<file path="config.mk">
export PLATFORM = sky130hd
export DESIGN_NAME = hitavg_top
export DESIGN_NICKNAME = d
export VERILOG_FILES = /design/src/rtl/hitavg_pkg.sv /design/src/rtl/hitavg_satcnt.sv /design/src/rtl/hitavg_ctrl.sv /design/src/rtl/hitavg_top.sv
export SDC_FILE = /design/constraint.sdc
export NUM_CORES = 1
export LEC_CHECK = 0
export ABC_AREA = 1
export BUFFER_PORTS_ARGS = -buffer_cell sky130_fd_sc_hd__buf_2
export CAP_MARGIN = 20
export CORE_MARGIN = 8
export CORE_UTILIZATION = 57
export DETAILED_ROUTE_END_ITERATION = 8
export PLACE_DENSITY = 0.83
export SLEW_MARGIN = 20
export SYNTH_ARGS = -nofsm -noshare
export SYNTH_HDL_FRONTEND = slang
export SYNTH_HIERARCHICAL = 1
export SYNTH_SLANG_ARGS = --single-unit
export TNS_END_PERCENT = 10
</file>
<file path="constraint.sdc">
create_clock -name clk -period 1.78 [get_ports clk]
set_input_delay 0.267 -clock clk [delete_from_list [all_inputs] [get_ports clk]]
set_output_delay 0.267 -clock clk [all_outputs]
set_load 0.02 [all_outputs]
</file>
<file path="src/rtl/hitavg_pkg.sv">
package hitavg_pkg;
  typedef enum logic [1:0] {
    PH_IDLE = 2'd0,
    PH_RUN  = 2'd1,
    PH_DONE = 2'd2
  } phase_t;

  localparam int unsigned NUM_CNT = 2;
  localparam int unsigned IDX_TOTAL = 0;
  localparam int unsigned IDX_HITS  = 1;
endpackage

</file>
<file path="src/rtl/hitavg_satcnt.sv">
module hitavg_satcnt #(
  parameter int unsigned CNT_W = 20
) (
  input  logic             clk,
  input  logic             rst,
  input  logic             clr_i,
  input  logic             inc_i,
  output logic [CNT_W-1:0] cnt_o
);
  localparam logic [CNT_W-1:0] CNT_MAX = '1;

  logic [CNT_W-1:0] cnt_q;

  always_ff @(posedge clk) begin
    if (rst) begin
      cnt_q <= '0;
    end else if (clr_i) begin
      cnt_q <= '0;
    end else if (inc_i && (cnt_q != CNT_MAX)) begin
      cnt_q <= cnt_q + 1'b1;
    end
  end

  assign cnt_o = cnt_q;

  // a full counter never wraps to zero on increment
  a_r10_sat_hold: assert property (@(posedge clk) disable iff (rst)
    (cnt_q == CNT_MAX && !clr_i) |=> (cnt_q == CNT_MAX));
endmodule

</file>
<file path="src/rtl/hitavg_ctrl.sv">
module hitavg_ctrl
  import hitavg_pkg::*;
#(
  parameter int unsigned CNT_W   = 20,
  parameter int unsigned DEF_LEN = 1000000
) (
  input  logic             clk,
  input  logic             rst,
  input  logic             start_i,
  input  logic             clear_i,
  input  logic             strobe_i,
  input  logic             cal_mode_i,
  input  logic [CNT_W-1:0] win_len_i,
  input  logic [CNT_W-1:0] total_i,
  output logic             cnt_clr_o,
  output logic             cnt_en_o,
  output logic             busy_o,
  output logic             done_o,
  output logic             cal_flag_o
);
  localparam logic [CNT_W-1:0] DEF_V = CNT_W'(DEF_LEN);

  phase_t           state_q;
  logic [CNT_W-1:0] len_q;
  logic             cal_q;
  logic             accept_start;
  logic             last_strobe;

  assign accept_start = start_i && !clear_i && (state_q != PH_RUN);
  assign cnt_en_o     = strobe_i && !clear_i && (state_q == PH_RUN);
  assign cnt_clr_o    = clear_i || accept_start;
  assign last_strobe  = cnt_en_o && (total_i == (len_q - 1'b1));

  always_ff @(posedge clk) begin
    if (rst) begin
      state_q <= PH_IDLE;
      len_q   <= DEF_V;
      cal_q   <= 1'b0;
    end else if (clear_i) begin
      state_q <= PH_IDLE;
      cal_q   <= 1'b0;
    end else if (accept_start) begin
      state_q <= PH_RUN;
      len_q   <= (win_len_i == '0) ? DEF_V : win_len_i;
      cal_q   <= cal_mode_i;
    end else if (last_strobe) begin
      state_q <= PH_DONE;
    end
  end

  assign busy_o     = (state_q == PH_RUN);
  assign done_o     = (state_q == PH_DONE);
  assign cal_flag_o = cal_q;

  // the running total stays short of the latched window length
  a_r4_total_in_window: assert property (@(posedge clk) disable iff (rst)
    busy_o |-> (total_i < len_q));

  // a start during a run leaves the latched length untouched
  a_r6_len_kept: assert property (@(posedge clk) disable iff (rst)
    (busy_o && start_i && !clear_i) |=> (len_q == $past(len_q)));
endmodule

</file>
<file path="src/rtl/hitavg_top.sv">
module hitavg_top
  import hitavg_pkg::*;
#(
  parameter int unsigned CNT_W   = 20,
  parameter int unsigned DEF_LEN = 1000000
) (
  input  logic             clk,
  input  logic             rst,
  input  logic             start_i,
  input  logic             clear_i,
  input  logic             strobe_i,
  input  logic             decision_i,
  input  logic             cal_mode_i,
  input  logic [CNT_W-1:0] win_len_i,
  output logic [CNT_W-1:0] total_o,
  output logic [CNT_W-1:0] hits_o,
  output logic             busy_o,
  output logic             done_o,
  output logic             cal_flag_o
);
  logic             cnt_clr;
  logic             cnt_en;
  logic [NUM_CNT-1:0] inc_v;
  logic [CNT_W-1:0] cnt_v [NUM_CNT];

  hitavg_ctrl #(
    .CNT_W   (CNT_W),
    .DEF_LEN (DEF_LEN)
  ) u_ctrl (
    .clk        (clk),
    .rst        (rst),
    .start_i    (start_i),
    .clear_i    (clear_i),
    .strobe_i   (strobe_i),
    .cal_mode_i (cal_mode_i),
    .win_len_i  (win_len_i),
    .total_i    (cnt_v[IDX_TOTAL]),
    .cnt_clr_o  (cnt_clr),
    .cnt_en_o   (cnt_en),
    .busy_o     (busy_o),
    .done_o     (done_o),
    .cal_flag_o (cal_flag_o)
  );

  assign inc_v[IDX_TOTAL] = cnt_en;
  assign inc_v[IDX_HITS]  = cnt_en && decision_i;

  for (genvar k = 0; k < NUM_CNT; k++) begin : g_cnt
    hitavg_satcnt #(
      .CNT_W (CNT_W)
    ) u_cnt (
      .clk   (clk),
      .rst   (rst),
      .clr_i (cnt_clr),
      .inc_i (inc_v[k]),
      .cnt_o (cnt_v[k])
    );
  end

  assign total_o = cnt_v[IDX_TOTAL];
  assign hits_o  = cnt_v[IDX_HITS];

  // hits are a subset of counted strobes
  a_r10_hits_le_total: assert property (@(posedge clk) disable iff (rst)
    hits_o <= total_o);

  // running and finished are exclusive
  a_r4_busy_done_excl: assert property (@(posedge clk) disable iff (rst)
    !(busy_o && done_o));

  // an accepted strobe advances the total by exactly one
  a_r3_total_step: assert property (@(posedge clk) disable iff (rst)
    (busy_o && strobe_i && !clear_i) |=> (total_o == $past(total_o) + 1'b1));

  // outside a window the counts are frozen unless cleared or restarted
  a_r5_idle_hold: assert property (@(posedge clk) disable iff (rst)
    (!busy_o && !start_i && !clear_i) |=> ($stable(total_o) && $stable(hits_o)));

  // the calibration flag cannot change during a run except by clear
  a_r9_cal_stable: assert property (@(posedge clk) disable iff (rst)
    (busy_o && !clear_i) |=> $stable(cal_flag_o));
endmodule

</file>
# Word level (Yosys, flattened, before mapping)
# Index checks and enable logic that the tools add are counted.
# word_totals
ff_bits	63
input_bits	27
output_inout_bits	43
wordCells	35
# op_classes
addsub	3
n_eq_ne	6
mux	3
bitwise	1
reduce_logical	16
# ops
operator	count
adder 20 x 1 -> 20 bit, second input constant	2
inequality test 20 bit, second input constant	2
== test 20 bit	1
zero test 20 bit	1
2-to-1 mux 20 bit	1
subtractor 20 x 1 -> 20 bit, second input constant	1
logical AND 1 bit	8
OR reduction 2 bit	2
OR reduction 3 bit	1
== test 2 x 1 -> 1 bit, second input constant	1
== test 2 bit, second input constant	1
2-to-1 mux 1 bit	2
inequality test 2 x 1 -> 1 bit, second input constant	1
AND reduction 2 bit	1
nonzero test 2 bit	1
zero test 1 bit	1
logical OR 1 bit	1
inverter 1 bit	1

# Depth between registers and ports, before layout
# Gate-level depths: netlist of run 1.
# depth
ltp_word	6
mapped_depth	15
ltp_nobuf	15

# By module
# Netlist of run 1, hierarchy kept.
# modules_own_cells
module	instances	cells_each	area_per_inst_um2	seq_area_each_um2
hitavg_satcnt	2	192	1203.7	400.4
hitavg_ctrl	1	281	1725.4	460.4
hitavg_top	1	2	7.5	0.0

# Worst setup path after synthesis of run 1
# No wires, ideal clock.
# synth_timing
path_type	register to register
startpoint	register u_ctrl.len_q[0]
endpoint	register u_ctrl.state_q[0]
arrival_time_ns	1.494
t_required_ns	1.662
slack_ns	0.168
stages_incl_launch_ff	15
path_buffers	0
synth_period_minus_slack_ns	1.612
cell_sequence	dfxtp_1 inv_1 ha_1 nand2_1 inv_1 nor2_1 nand3_1 nor2_1 nand2_1 nor2_1 nand2_1 nor2_2 nand3_2 nand2_1 a21oi_1
# synth_via
elab_chain_cells	4
# synth_rtl
element	line_no	rtl
from (decl)	hitavg_ctrl.sv:24	logic [CNT_W-1:0] len_q;
from (signal assigned)	hitavg_ctrl.sv:44	len_q <= (win_len_i == '0) ? DEF_V : win_len_i;
subtractor 20 x 1 -> 20 bit	hitavg_ctrl.sv:32	assign last_strobe = cnt_en_o && (total_i == (len_q - 1'b1));
== test 20 bit	hitavg_ctrl.sv:32	
logical AND 1 bit	hitavg_ctrl.sv:32	
nonzero test 2 bit (no line)	-	
to (signal assigned)	hitavg_ctrl.sv:36	state_q <= PH_IDLE;
to (signal assigned)	hitavg_ctrl.sv:40	state_q <= PH_IDLE;
to (signal assigned)	hitavg_ctrl.sv:43	state_q <= PH_RUN;
to (decl)	hitavg_ctrl.sv:23	phase_t state_q;
# No other way between the ends.
# A chain may end at the register's enable or synchronous reset.

# Final worst setup path of run 1
# Ends and elaborated chain as after synthesis.

==> results by group, run 1 <==
Timing
  • Setup Viol. Count Final: 0
  • WHS: 163 ps
  • Min Tclk post-route: 1690 ps
  • Slew Limit Fails: 0
  • Clk_skew: 10.8 ps
  • Slew HR: 0.721
  • Maximum clock frequency: 0.590 GHz
  • Final hold vios: 0
  • Slew @ Worst Pin: 417 ps
  • RSZ-0062 raised after global routing: yes
  • Crit share post-route: 0.952

Global routing
  • First-pass GRT wire length: 19.1 mm
  • Pin count of the biggest net entering global routing: 17
  • Initial antenna violation count: 0
  • Vias in the first global route: 4358
  • Total grt overflow: 0
  • GRT Resource Usage Total: 0.228

Placement
  • I/O Buffers: 69
  • Area of placed instances: 4680 um2
  • DP Wirelength: 8.90 mm
  • RePlAce Congestion: 0.955

Pwr
  • Worst vdd ir: 0.561 mV
  • P_leak: 2.19 nW
  • Power Density: 645 nW/um2

Worst setup path
  • CP Launch Type: flop
  • R2r setup slk: 90 ps
  • Worst EP required: 2020 ps
  • Worst setup EP type: flop
  • CP Class: flop to flop
  • Worst EP arrival: 1930 ps
  • CP max FO: 4

Clocking
  • Sink Count: 63
  • CTS H-Tree Depth: 3
  • CTS root buffer: clkbuf_8
  • Number of setup buffers added after CTS: 0
  • Post_cts resized: 0
  • CTS tree: yes
  • Cts bufs inserted: 9
  • CTS Hold Bufs: 0
  • CTS clk-pin slew, worst paths: 70 ps
  • Worst-skew pair later-pin latency: 350 ps
  • CTS Buffer Depth: 2

Floorplanning
  • Row count: 31
  • Die area: 10200 um2
  • I/O Pins: 70
  • Die span in y: 101 um
  • Starting density of the core: 0.580
  • Die width: 101 um
  • Core ar.: 7140 um2

Final layout
  • Post-route cell area: 4930 um2
  • Layout cells sized above 1: 0.206
  • Most common cell after layout, fill and taps aside: nand2_1
  • Antenna Cells: 0
  • Commonest cells after routing, fill and taps aside: nand2_1 (180), nor2_1 (104), inv_1 (79), buf_2 (69), dfxtp_1 (61)
  • Area grow syn2layout: 19.0%
  • Layout fillers: 652
  • Layout Nets: 783

Route
  • Post-DR vias/cell: 5.28
  • Drt pass-1 iters: 5
  • Residual DRC: 0
  • Initial DRC count: 213
  • Via count: 4528
  • Antenna Violating Nets Remaining: 0
  • Routed length per instance: 13.3 um
  • Final wirelength: 11.4 mm

Synth
  • Synth unique cells: 31
  • Post-synth ARST share: 0
  • Warnings from Yosys: 6
  • Post-Syn Nets: 697
  • Yosys reg bits: 63
  • Syn Inst Count: 667
  • Register area share after synthesis: 0.305
  • Most used DFF post-synth: dfxtp_1
  • Syn_area_per_cell: 6.21 um2
  • Post-synth EDFFs: 0
  • Post-Syn Area: 4140 um2

Run
  • Number of max-cap violations: 0

Worst hold path
  • Hold/Removal Path Class: input port to flop

Outcome
  • Status: completed
worst paths after layout:
check	to	from	depth (start not counted)
setup / recovery	u_ctrl/state_q[0]	u_ctrl/len_q[0]	13
hold / removal	u_ctrl/len_q[6]	win_len_i[6]	3
setup reg to reg	u_ctrl/state_q[0]	u_ctrl/len_q[0]	13
hold reg to reg	u_ctrl/cal_flag_o	u_ctrl/cal_flag_o	2
worst max-delay path, stage by stage, from the launching register on:
cell and delay [ps]:
dfxtp_1 310, inv_1 70, ha_2 210, nand2_1 80
nor2_2 110, nand2_1 90, o21ai_1 170, nand2_1 70
nand2_1 60, nand2_1 40, nor2_1 120, nand3_2 120
nand2_1 70, a21oi_1 50
layout make-up:
| type | instances | area [um2] | area share |
|---|---|---|---|
| Inverter | 81 | 304 | 0.0617 |
| Multi-Input combinational cell | 511 | 2550 | 0.518 |
| Clock inverter | 4 | 70.1 | 0.0142 |
| Sequential cell | 63 | 1260 | 0.256 |
| Clock buffer | 12 | 135 | 0.0274 |
| Timing Repair Buffer | 87 | 480 | 0.0975 |
| Tap cell | 99 | 124 | 0.0251 |
sequential cells by signal, summed over array words and instances, names as in the netlist:
register / flops
g_cnt.u_cnt/cnt_o: 40
u_ctrl/len_q: 20
u_ctrl/state_q: 2
u_ctrl/cal_flag_o: 1
power breakdown:
| group | internal [mW] | switching, mW |
|---|---|---|
| combinational | 0.130 | 0.212 |
| sequential | 1.44 | 0.0427 |
| clock | 0.786 | 0.570 |
cells by family after synthesis:
family,after synthesis,share of synthesized area
AOI/OAI and AO/OA,71,0.0931
xor gates and xnor gates,23,0.0487
adders and majority gates,3,0.00907
buffers and inverters,93,0.0891
DFF,63,0.305
and+or+nand+nor,414,0.455
synthesized netlist by cell type (2+ instances only):
library cell	number	area, um2
nor3_1	6	30.0
nand3_1	56	280
nand4_1	10	62.6
nand3_2	5	50.1
xor2_1	18	158
nand3b_1	7	52.6
a211oi_1	4	30.0
a21oi_2	3	26.3
inv_2	2	7.51
clkbuf_1	4	15.0
nor2_2	23	144
or2_2	3	18.8
buf_1	2	7.51
xnor2_1	5	43.8
o22ai_1	7	43.8
nor2_1	106	398
nand3_4	2	35.0
a21oi_1	41	205
o21ai_0	14	70.1
nand2_1	180	676
o21ai_1	2	10.0
ha_1	3	37.5
buf_6	2	22.5
nand2_2	6	37.5
nor2_4	4	45.0
nor4_1	4	25.0
inv_1	79	297
buf_2	4	20.0
dfxtp_1	63	1260
routing by layer:
layer | routed length [um] | GRT usage
met1 | 4930 | 0.273
met5 | 0 | 0
met3 | 829 | 0.0405
met4 | 184 | 0.0802
met2 | 5430 | 0.399
through the flow:
| step | total power [mW] | instances | util | worst slack, ps | TNS (ps) |
|---|---|---|---|---|---|
| after floorplan | 1.73 | 667 | - | 168 | 0 |
| after global placement | 1.83 | 841 | 0.656 | 139 | 0 |
| after detailed placement | 1.85 | 841 | 0.656 | 50.6 | 0 |
| after CTS | 3.19 | 857 | 0.684 | 35.5 | 0 |
| after global routing | 3.31 | 857 | 0.690 | -43.2 | -63.3 |
| final | 3.18 | 857 | 0.690 | 86.1 | 0 |
Note: power is estimated with default switching activity, not from simulation.
==> inputs of run 2 (changes only) <==
Settings changed: GPL_TIMING_DRIVEN from default to 0.
==> run 2 against run 1 <==
Total power is 2.4% lower; sequential power hardly changed; worst setup slack worse by 29 ps; combinational power is 1% higher; sequential share of layout area is 0.25 points higher; core utilization is 0.33 points lower; hold slack better by 5.8 ps; critical endpoint unchanged; highest routed layer unchanged.
==> results by group, run 2 (synthesized netlist as in run 1, its figures left out) <==
Placement
  • Area of placed instances: 4610 um2 (was 4680 um2)
  • DP Wirelength: 8.85 mm (was 8.90 mm)
  • RePlAce Congestion: 0.874 (was 0.955)
  • Placed cells: 835 (was 841)
  • I/O Buffers: 69 (unchanged)
  • Post-place setup slack: -319 ps (was 50.6 ps)

Timing
  • Worst Slack Setup Final: 57.5 ps (was 86.1 ps)
  • Slew Limit Fails: 0 (unchanged)
  • Setup TNS: 0 ps (unchanged)
  • Final hold vios: 0 (unchanged)
  • Clk_skew: 9.81 ps (was 10.8 ps)
  • Maximum clock frequency: 0.581 GHz (was 0.590 GHz)
  • WHS: 168 ps (was 163 ps)
  • Slew HR: 0.703 (was 0.721)
  • RSZ-0062 raised after global routing: yes (unchanged)
  • Setup Viol. Count Final: 0 (unchanged)
  • Min Tclk post-route: 1720 ps (was 1690 ps)
  • Crit share post-route: 0.968 (was 0.952)
  • Slew @ Worst Pin: 445 ps (was 417 ps)

Global routing
  • First-pass GRT wire length: 19.4 mm (was 19.1 mm)
  • GRT Resource Usage Total: 0.232 (was 0.228)
  • Initial antenna violation count: 0 (unchanged)
  • Total grt overflow: 0 (unchanged)
  • Vias in the first global route: 4327 (was 4358)
  • Pin count of the biggest net entering global routing: 12 (was 17)

Worst hold path
  • Hold/Removal Path Class: input port to flop (unchanged)

Route
  • Drt pass-1 iters: 5 (unchanged)
  • Via count: 4600 (was 4528)
  • Final wirelength: 11.7 mm (was 11.4 mm)
  • Antenna Violating Nets Remaining: 0 (unchanged)
  • Post-DR vias/cell: 5.40 (was 5.28)
  • Initial DRC count: 197 (was 213)
  • Residual DRC: 0 (unchanged)
  • Routed length per instance: 13.7 um (was 13.3 um)

Final layout
  • Layout fillers: 646 (was 652)
  • Most common cell after layout, fill and taps aside: nand2_1 (unchanged)
  • Area grow syn2layout: 18.4% (was 19.0%)
  • Antenna Cells: 0 (unchanged)
  • Final std cells w/o fill: 852 (was 857)
  • Layout Nets: 778 (was 783)
  • Commonest cells after routing, fill and taps aside: nand2_1 (179), nor2_1 (101), inv_1 (75), buf_2 (75), dfxtp_1 (58) (was nand2_1 (180), nor2_1 (104), inv_1 (79), buf_2 (69), dfxtp_1 (61))
  • Max reg flops: 40 (unchanged)
  • Final core utilization: 0.687 (was 0.690)
  • Post-route cell area: 4900 um2 (was 4930 um2)
  • Layout cells sized above 1: 0.212 (was 0.206)

Pwr
  • Sequential power share: 0.478 (was 0.466)
  • Worst vdd ir: 0.448 mV (was 0.561 mV)
  • P_leak: 2.14 nW (was 2.19 nW)
  • Total power: 3.10 mW (was 3.18 mW)
  • Sw frac: 0.275 (was 0.259)
  • Combinational group share of total power: 0.111 (was 0.108)
  • Internal: 2.25 mW (was 2.36 mW)
  • Sw power: 854 uW (was 825 uW)
  • Power Density: 633 nW/um2 (was 645 nW/um2)
  • Clock Power Share: 0.410 (was 0.426)

Worst setup path
  • CP max FO: 5 (was 4)
  • Worst EP required: 2020 ps (about the same)
  • Worst EP arrival: 1960 ps (was 1930 ps)
  • Worst setup EP type: flop (unchanged)
  • CP Class: flop to flop (unchanged)
  • CP Launch Type: flop (unchanged)

Run
  • Number of max-cap violations: 0 (unchanged)

Floorplanning
  • Starting density of the core: 0.580 (unchanged)
  • I/O Pins: 70 (unchanged)
  • Core ar.: 7140 um2 (unchanged)
  • Die span in y: 101 um (unchanged)
  • Die width: 101 um (unchanged)
  • Row count: 31 (unchanged)
  • Die area: 10200 um2 (unchanged)

Clocking
  • Cts bufs inserted: 9 (unchanged)
  • CTS root buffer: clkbuf_8 (unchanged)
  • Worst-skew pair later-pin latency: 350 ps (about the same)
  • CTS tree: yes (unchanged)
  • Sink Count: 63 (unchanged)
  • CTS H-Tree Depth: 3 (unchanged)
  • CTS Hold Bufs: 0 (unchanged)
  • CTS clk-pin slew, worst paths: 70 ps (about the same)
  • CTS Buffer Depth: 2 (unchanged)

Outcome
  • Status: completed (unchanged)
run 2: changes by cell type in the layout (fill, tap and decap cells not counted), sizes merged:
cell      delta
bufinv       -1
clkinvlp     +3
buf          -9
clkbuf       +3
clkinv       -1
run 2: critical path, stage by stage, from the launching register on:
cell and delay (ps):
dfxtp_4 360, inv_4 70, ha_4 150, nand2_2 90, nor2_4 150, nand3b_1 120, o21ai_0 170, nand3_1 120
nor2_2 120, nand3_2 130, nand2_1 80, a21oi_1 50
run 2: what timing repair did:
action	CTS	global route
gates resized for setup	8	20
endpoints found under the setup margin	35	36
buffers inserted	0	1
pin swaps	3	4
run 2: area by class of cell:
class | instances | area [um2] | share of cell area
Inverter | 81 | 307 | 0.0625
Sequential cell | 63 | 1270 | 0.259
Timing Repair Buffer | 70 | 365 | 0.0745
Multi-Input combinational cell | 511 | 2570 | 0.524
Clock inverter | 5 | 57.6 | 0.0117
Clock buffer | 11 | 141 | 0.0288
Buffer | 12 | 67.6 | 0.0138
Tap cell | 99 | 124 | 0.0253
run 2: routing by layer:
layer | vias up | wire length, um | global-route usage
met5 | - | 0 | 0
met4 | 0 | 170 | 0.0790
met3 | 21 | 984 | 0.0557
met2 | 189 | 5720 | 0.403
met1 | 2106 | 4820 | 0.273
li1 | 2284 | - | -
run 2: worst paths after layout:
path | startpoint | end | slack (ps) | cells past startpoint
max | u_ctrl/len_q[0] | u_ctrl/state_q[0] | 60 | 11
min | win_len_i[6] | u_ctrl/len_q[6] | 170 | 3
max reg2reg | u_ctrl/len_q[0] | u_ctrl/state_q[0] | 60 | 11
min reg2reg | u_ctrl/cal_flag_o | u_ctrl/cal_flag_o | 460 | 2
run 2: power by group through the flow:
stage,Sequential [mW],Clock (mW),Combinational (mW)
after floorplan,1.50,0,0.235
after global placement,1.51,0,0.312
after detailed placement,1.51,0,0.326
after CTS,1.48,1.29,0.336
after global routing,1.49,1.35,0.390
final,1.48,1.27,0.346
